--- config.mk ---
export PLATFORM = sky130hd
export DESIGN_NAME = cs_wait_gen
export DESIGN_NICKNAME = d
export VERILOG_FILES = /design/src/rtl/cs_wait_pkg.sv /design/src/rtl/cs_region_decode.sv /design/src/rtl/cs_wait_timer.sv /design/src/rtl/cs_strobe_drive.sv /design/src/rtl/cs_wait_gen.sv
export SDC_FILE = /design/constraint.sdc
export NUM_CORES = 1
export LEC_CHECK = 0
export ABC_AREA = 1
export BUFFER_PORTS_ARGS = -buffer_cell sky130_fd_sc_hd__buf_2
export CAP_MARGIN = 40
export CORE_MARGIN = 4
export CORE_UTILIZATION = 28
export CTS_CLUSTER_DIAMETER = 100
export DETAILED_ROUTE_END_ITERATION = 12
export SYNTH_ARGS = -nofsm -noshare
export SYNTH_HDL_FRONTEND = slang
export SYNTH_HIERARCHICAL = 1
export SYNTH_SLANG_ARGS = --single-unit
--- constraint.sdc ---
create_clock -name clk -period 3 [get_ports clk]
set_input_delay 0.75 -clock clk [delete_from_list [all_inputs] [get_ports clk]]
set_output_delay 0.75 -clock clk [all_outputs]
set_load 0.005 [all_outputs]
--- src/rtl/cs_wait_pkg.sv ---
package cs_wait_pkg;

    typedef enum logic [2:0] {
        ST_IDLE  = 3'd0,
        ST_LEAD  = 3'd1,
        ST_COUNT = 3'd2,
        ST_TERM  = 3'd3,
        ST_HOLD  = 3'd4
    } cs_state_t;

    localparam int unsigned WAIT_CODE_W = 3;
    localparam int unsigned WAIT_CNT_W  = WAIT_CODE_W + 1;
    localparam logic [WAIT_CODE_W-1:0] WAIT_EXT_CODE = '1;

    // Count is twice the code plus the separate low bit.
    function automatic logic [WAIT_CNT_W-1:0] wait_total(
        input logic [WAIT_CODE_W-1:0] code,
        input logic                   lsb
    );
        return {code, lsb};
    endfunction

endpackage

--- src/rtl/cs_region_decode.sv ---
module cs_region_decode #(
    parameter int unsigned ADDR_W   = 24,
    parameter int unsigned MIN_LOG2 = 17
) (
    input  logic              en,
    input  logic [ADDR_W-1:0] base,
    input  logic [2:0]        size,
    input  logic [ADDR_W-1:0] addr,
    output logic              hit
);

    logic [31:0]       boundary;
    logic [ADDR_W-1:0] keep;
    logic [ADDR_W-1:0] diff;

    assign boundary = 32'(MIN_LOG2) + {29'd0, size};
    assign diff     = addr ^ base;

    // Bits at or above the size boundary take part in the compare.
    for (genvar i = 0; i < ADDR_W; i++) begin : g_keep
        assign keep[i] = (32'(i) >= boundary);
    end

    assign hit = en && ((diff & keep) == '0);

endmodule

--- src/rtl/cs_wait_timer.sv ---
module cs_wait_timer #(
    parameter int unsigned CNT_W = 4
) (
    input  logic             clk,
    input  logic             rst_n,
    input  logic             load,
    input  logic [CNT_W-1:0] load_val,
    input  logic             dec,
    output logic             zero
);

    logic [CNT_W-1:0] cnt_q;

    always_ff @(posedge clk or negedge rst_n) begin
        if (!rst_n) begin
            cnt_q <= '0;
        end else if (load) begin
            cnt_q <= load_val;
        end else if (dec && (cnt_q != '0)) begin
            cnt_q <= cnt_q - 1'b1;
        end
    end

    assign zero = (cnt_q == '0);

endmodule

--- src/rtl/cs_strobe_drive.sv ---
module cs_strobe_drive (
    input  logic phase,
    input  logic rnw,
    input  logic wide,
    input  logic ub_n,
    input  logic lb_n,
    output logic uwe_n,
    output logic lwe_n
);

    logic wr_phase;
    logic upper_sel;
    logic lower_sel;

    assign wr_phase = phase && !rnw;

    always_comb begin
        if (wide) begin
            upper_sel = !ub_n;
            lower_sel = !lb_n;
        end else begin
            upper_sel = 1'b0;
            lower_sel = 1'b1;
        end
    end

    assign uwe_n = !(wr_phase && upper_sel);
    assign lwe_n = !(wr_phase && lower_sel);

endmodule

--- src/rtl/cs_wait_gen.sv ---
module cs_wait_gen
    import cs_wait_pkg::*;
#(
    parameter int unsigned ADDR_W       = 24,
    parameter bit          SMALL_REGION = 1'b0
) (
    input  logic              clk,
    input  logic              rst_n,
    input  logic              cfg_en,
    input  logic [ADDR_W-1:0] cfg_base,
    input  logic [2:0]        cfg_size,
    input  logic [2:0]        cfg_wait,
    input  logic              cfg_wait_lsb,
    input  logic              cfg_wide,
    input  logic              cfg_flash,
    input  logic [ADDR_W-1:0] bus_addr,
    input  logic              bus_as_n,
    input  logic              bus_rnw,
    input  logic              bus_ub_n,
    input  logic              bus_lb_n,
    input  logic              ext_ack_n,
    output logic              cs_n,
    output logic              uwe_n,
    output logic              lwe_n,
    output logic              ack_n,
    output logic              bus_wide
);

    localparam int unsigned MIN_LOG2 = SMALL_REGION ? 15 : 17;

    cs_state_t              state_q;
    cs_state_t              state_d;
    logic                   region_hit;
    logic                   count_zero;
    logic                   timer_load;
    logic                   timer_dec;
    logic                   ext_mode;
    logic                   strobe_phase;
    logic [WAIT_CNT_W-1:0]  wait_val;

    assign ext_mode = (cfg_wait == WAIT_EXT_CODE);
    assign wait_val = wait_total(cfg_wait, cfg_wait_lsb);

    cs_region_decode #(
        .ADDR_W   (ADDR_W),
        .MIN_LOG2 (MIN_LOG2)
    ) u_decode (
        .en   (cfg_en),
        .base (cfg_base),
        .size (cfg_size),
        .addr (bus_addr),
        .hit  (region_hit)
    );

    // Reloaded in every state but ST_COUNT, so entry always starts full.
    assign timer_load = (state_q != ST_COUNT);
    assign timer_dec  = (state_q == ST_COUNT);

    cs_wait_timer #(
        .CNT_W (WAIT_CNT_W)
    ) u_timer (
        .clk      (clk),
        .rst_n    (rst_n),
        .load     (timer_load),
        .load_val (wait_val),
        .dec      (timer_dec),
        .zero     (count_zero)
    );

    // State register.
    always_ff @(posedge clk or negedge rst_n) begin
        if (!rst_n) begin
            state_q <= ST_IDLE;
        end else begin
            state_q <= state_d;
        end
    end

    // Next-state logic.
    always_comb begin
        state_d = state_q;
        unique case (state_q)
            ST_IDLE: begin
                if (!bus_as_n && region_hit) begin
                    state_d = (cfg_flash && !bus_rnw) ? ST_LEAD : ST_COUNT;
                end
            end
            ST_LEAD: begin
                state_d = bus_as_n ? ST_IDLE : ST_COUNT;
            end
            ST_COUNT: begin
                if (bus_as_n) begin
                    state_d = ST_IDLE;
                end else if (ext_mode) begin
                    if (!ext_ack_n) begin
                        state_d = ST_TERM;
                    end
                end else if (count_zero) begin
                    state_d = ST_TERM;
                end
            end
            ST_TERM: begin
                state_d = ST_HOLD;
            end
            ST_HOLD: begin
                if (bus_as_n) begin
                    state_d = ST_IDLE;
                end
            end
            default: begin
                state_d = ST_IDLE;
            end
        endcase
    end

    // Output logic.
    always_comb begin
        cs_n         = 1'b1;
        ack_n        = 1'b1;
        strobe_phase = 1'b0;
        unique case (state_q)
            ST_LEAD: begin
                cs_n = 1'b0;
            end
            ST_COUNT: begin
                cs_n         = 1'b0;
                strobe_phase = 1'b1;
            end
            ST_TERM: begin
                cs_n         = 1'b0;
                strobe_phase = 1'b1;
                ack_n        = ext_mode;
            end
            ST_IDLE, ST_HOLD: begin
                cs_n = 1'b1;
            end
            default: begin
                cs_n = 1'b1;
            end
        endcase
    end

    cs_strobe_drive u_strobe (
        .phase (strobe_phase),
        .rnw   (bus_rnw),
        .wide  (cfg_wide),
        .ub_n  (bus_ub_n),
        .lb_n  (bus_lb_n),
        .uwe_n (uwe_n),
        .lwe_n (lwe_n)
    );

    assign bus_wide = cfg_wide;

endmodule

==> impl_metrics.toml, run 1 <==
[run_status]
status = "completed"

[synthesis]
synth-async-reset-ratio = 1.00
ys_seq_elements = 7
ys_seq_area_frac = 0.203
yosysTopAreaCell = "nand2_1"
synth.most_common_cell = "nand2_1"
synth_edf_count = 0
synth_area_um2 = 862
synth_common_cells = "53 x nand2_1, 30 x inv_1, 17 x nor2_1"
synthesis.nets = 224
ys_types = 21
yosys-top-cells-area = "nand2_1 23%, dfrtp_1 20%, inv_1 13%, nand3_1 9.3%, nor2_1 7.4%"
syn_inst = 155
ys.flop_type = "dfrtp_1"
yosysWarnings = 6
yosysTopAreaCellShare = 0.231
post_synth.cell_area_avg_um2 = 5.56

[sta]
setup_violations = 0
skew_ns = 0.00264
rsz0062_at_grt = "no"
min_period_ns = 1.97
drv_slew = 0
setup-tns-final_ns = 0
worst_pin_slew_ns = 0.203
hold_viol = 0
max_freq_mhz = 507
finalCritPeriodShare = 0.658
maxSlewHeadroom = 0.864

[pwr]
p_leak_uw = 0.000697
vdd_drop_max_mv = 0.188
power_per_cell_area_mw_per_mm2 = 631

[floorplan]
start_util = 0.302
die_x_um = 63.5
chipHeight_um = 63.5
die-area_mm2 = 0.00403
rows = 19
fp.coreArea_mm2 = 0.00285
ios = 70

[final_layout]
nets = 265
area_delta_synth_final_pct = 28.2
n_antenna_cell = 0
fillerInstances = 346
stdcell_area_mm2 = 0.00110
final_layout_size_suffix_gt1_frac = 0.272

[route]
wl_per_cell_um = 8.45
dr.pass1.iters = 4
viasPerCell = 4.22
wl_um = 1910
vias = 953
drt_iter0_drc = 34
drc = 0
ant_nets = 0

[worst_setup_path]
worstPathMaxFanout = 5
startpoint = "state_q[2]"
worstReg2RegStart = "u_timer/cnt_q[0]"
end_kind = "primary output"
worstPathRequired_ns = 2.25
startpoint_type = "register"
crit_type = "reg2out"
arrival_ns = 1.22
r2r_slack_ns = 1.74
r2r_end = "state_q[1]"
reg2regPathDepth = 8

[clock_network]
clk_latency_ns = 0.25
hold_buffers = 0
cts_resized = 0
cts-root-buf = "clkbuf_4"
cts.path.max_buffers = 2
cts_inserted_buffers = 3
clkTransAtPathRegs_ns = 0.05
numClockSinks = 7
tritoncts = "built"
post_cts_buffers = 0
h-tree-depth = 1

[global_route]
grt.total_usage = 0.102
grt_overflow = 0
grt_max_degree = 10
grt_pass1_wl_um = 3400
grt_pass1_vias = 860
antenna_found_initial = 0

[place]
gp_congestion = 0.776
dpl_cell_area_mm2 = 0.00108
dp_hpwl_um = 1670
numPortBuffers = 37

[hold_path]
hp-class = "in2async"

[run]
cap_violations = 0
-- worst max-delay path by stage --
| stage | slack, ns | depth (start not counted) | endpoint |
|---|---|---|---|
| 2_1_floorplan | 1.11 | 15 | state_q[0] |
| 3_3_place_gp | 0.83 | 14 | state_q[0] |
| 3_5_place_dp | 0.82 | 16 | state_q[0] |
| 4_1_cts | 1.0 | 7 | lwe_n |
| 5_1_grt | 0.81 | 16 | state_q[0] |
| 6_report | 1.03 | 7 | uwe_n |
-- final cells by class --
type / instances / area, µm² / area share
clock buffers: 4 / 26.3 / 0.0238
inverters: 35 / 131 / 0.119
well taps: 31 / 38.8 / 0.0351
multi-input cells: 112 / 548 / 0.496
flip-flops and latches: 7 / 175 / 0.159
repair buffers: 37 / 185 / 0.168
-- routing by layer --
metal,GRT usage,routed length (µm),share of wire
met1,0.136,944,0.49
met2,0.154,816,0.43
met3,0.0213,149,0.078
met4,0.0485,0,0
met5,0,0,0
-- sequential cells by signal (all words and copies together), names as in the netlist --
| register | cells |
|---|---|
| u_timer/cnt_q | 4 |
| state_q | 3 |
-- layout by cell type, fill, tap and decap left out, types with 2 or more instances in the layout --
cell      instances
xor2_1            2
nand3_1          16
nor2_1           17
nand2_1          53
inv_1            30
dfrtp_1           7
nor2_2            3
buf_2            37
inv_2             4
nand3b_1          2
clkbuf_4          3
o21ai_0           5
ha_1              4
nand2_2           3
-- cells by family after synthesis --
| group | after synthesis | synth area share |
|---|---|---|
| adders and majority gates | 4 | 0.0581 |
| DFF | 7 | 0.203 |
| buffers and inverters | 36 | 0.161 |
| AOI/OAI and AO/OA | 8 | 0.0566 |
| xor gates and xnor gates | 3 | 0.0305 |
| and+or+nand+nor | 97 | 0.491 |
-- through the flow --
stage / hold WS (ns) / utilization / worst slack [ns] / instances / power, µW
finish: 0.324 / 0.387 / 1.03 / 226 / 697
global route: 0.323 / 0.387 / 0.812 / 226 / 794
CTS: 0.321 / 0.387 / 1.00 / 226 / 706
detailed placement: 0.520 / 0.378 / 0.818 / 222 / 617
global placement: 0.527 / 0.378 / 0.826 / 222 / 616
floorplan: 0.454 / - / 1.11 / 155 / 504
-- critical path: stages (launching register included) --
cell and delay (ns):
dfrtp_1 0.40, inv_2 0.10, nand2_1 0.09, inv_1 0.08
inv_1 0.05, nor2_2 0.09, nand2_1 0.05, buf_2 0.12
-- power breakdown --
part           total (µW)  leakage [µW]  switching [µW]  internal, µW
logic                 429      0.000594             263           166
clock network        83.7     0.0000150            33.0          50.6
registers             184     0.0000883            46.0           138
total                 697      0.000697             342           355
(Power assumes the default switching activity.)
==> inputs of run 2 (changes only) <==
==> constraint.sdc (replaced) <==
create_clock -name clk -period 1.8 [get_ports clk]
set_input_delay 0.45 -clock clk [delete_from_list [all_inputs] [get_ports clk]]
set_output_delay 0.45 -clock clk [all_outputs]
set_load 0.005 [all_outputs]
==> run 2 against run 1 <==
Final cell count unchanged. Non-clock buffer count unchanged. Clock power up 66%. Setup slack worse by 0.90 ns. Routed wire length up 0.99%. Critical path depth unchanged. Sequential power up 67%. Count of clock-buffer cells in the layout unchanged. Critical endpoint unchanged. Largest cell class unchanged.
==> impl_metrics.toml, run 2 (same netlist as run 1, synthesis figures left out) <==
[route]
vias = 961
drt_iter0_drc = 29
wl_um = 1930
drc = 0
ant_nets = 0
wl_per_cell_um = 8.54
dr.pass1.iters = 4
viasPerCell = 4.25

[sta]
setup_violations = 0
min_period_ns = 1.67
skew_ns = 0.00267
setup-tns-final_ns = 0
max_freq_mhz = 597
hold_viol = 0
hold_ws_ns = 0.0236
maxSlewHeadroom = 0.863
drv_slew = 0
rsz0062_at_grt = "no"
worst_pin_slew_ns = 0.206
finalCritPeriodShare = 0.930

[worst_setup_path]
r2r_slack_ns = 0.54
worstPathMaxFanout = 5
crit_type = "reg2out"
crit_path_cell_trace = "inv_2, nand2_1, inv_1, inv_1, nor2_2, nand2_1, buf_2"
slowest_stage = "dfrtp_1"
critPathMaxStageDelay_ns = 0.40
worstPathRequired_ns = 1.35
startpoint_type = "register"
arrival_ns = 1.22
end_kind = "primary output"

[pwr]
p_leak_uw = 0.000696
power_per_cell_area_mw_per_mm2 = 1040
vdd_drop_max_mv = 0.313

[place]
dp.cells = 222
dp_hpwl_um = 1670
gp_congestion = 0.776
dpl_cell_area_mm2 = 0.00108
numPortBuffers = 37

[global_route]
antenna_found_initial = 0
grt_pass1_vias = 860
grt-busiest-layer = "met2"
grt_max_degree = 10
grt.total_usage = 0.102
grt_use_met2 = 0.154
met1_usage = 0.136
grt_pass1_wl_um = 3400
use_met3 = 0.0213
grt_overflow = 0

[clock_network]
numClockSinks = 7
cts_inserted_buffers = 3
tritoncts = "built"
hold_buffers = 0
cts_resized = 0
h-tree-depth = 1
clk_latency_ns = 0.25
post_cts_buffers = 0
cts-root-buf = "clkbuf_4"
cts.path.max_buffers = 2
clkTransAtPathRegs_ns = 0.05

[run]
cap_violations = 0

[final_layout]
final_util = 0.394
top_register = "u_timer/cnt_q"
nets = 265
n_antenna_cell = 0
stdcell_area_mm2 = 0.00112
final_layout_size_suffix_gt1_frac = 0.292
final_common_cell = "nand2_1"
layout_common_cells = "53 x nand2_1, 37 x buf_2, 30 x inv_1, 16 x nand3_1, 15 x nor2_1"
instances_no_fill = 226
area_delta_synth_final_pct = 30.5
largest_reg_flops = 4
fillerInstances = 341
reg.largest.list = "u_timer/cnt_q: 4 flops, state_q: 3 flops"

[run_status]
status = "completed"

[floorplan]
die_x_um = 63.5
ios = 70
fp.coreArea_mm2 = 0.00285
start_util = 0.302
die-area_mm2 = 0.00403
rows = 19
chipHeight_um = 63.5

[hold_path]
hp-class = "in2async"
==> run 2: worst paths after layout <==
kind,to,cells after the start,from
setup / recovery,uwe_n,7,state_q[2]
hold / removal,state_q[0],1,rst_n
setup reg to reg,state_q[0],6,state_q[0]
hold reg to reg,u_timer/cnt_q[0],2,u_timer/cnt_q[0]
max in group asynchronous,u_timer/cnt_q[3],1,rst_n
min in group clk,u_timer/cnt_q[0],2,u_timer/cnt_q[0]
==> run 2: routing by layer <==
| metal | vias up | part of all wire |
|---|---|---|
| li1 | 546 | - |
| met1 | 385 | 0.49 |
| met2 | 30 | 0.44 |
| met3 | 0 | 0.074 |
| met4 | 0 | 0 |
| met5 | - | 0 |
==> run 2: where the power goes <==
| part | total [µW] | switching, µW | leakage (µW) | internal (µW) |
|---|---|---|---|---|
| Sequential | 307 | 76.2 | 0.0000883 | 231 |
| Combinational | 726 | 445 | 0.000592 | 281 |
| Clock | 139 | 55.1 | 0.0000150 | 84.4 |
==> run 2: metrics by stage <==
step	setup WS, ns	total power (µW)
2_1_floorplan	0.215	841
3_3_place_gp	-0.0737	1030
3_5_place_dp	-0.0818	1030
4_1_cts	0.100	1180
5_1_grt	0.0137	1330
6_report	0.126	1170
==> run 2: critical path, delay by kind of cell, from the launching register on <==
kind	cells	cell delay [ns]
and+or+nand+nor	3	0.23
buffers and inverters	4	0.35
DFF	1	0.40
==> run 2: cell type report <==
| type | instances | area [µm²] | area share |
|---|---|---|---|
| tap | 31 | 38.8 | 0.0345 |
| inverter | 35 | 131 | 0.117 |
| multi-input combinational | 112 | 568 | 0.505 |
| sequential | 7 | 175 | 0.156 |
| clock buffer | 4 | 26.3 | 0.0234 |
| timing repair buffer | 37 | 185 | 0.165 |
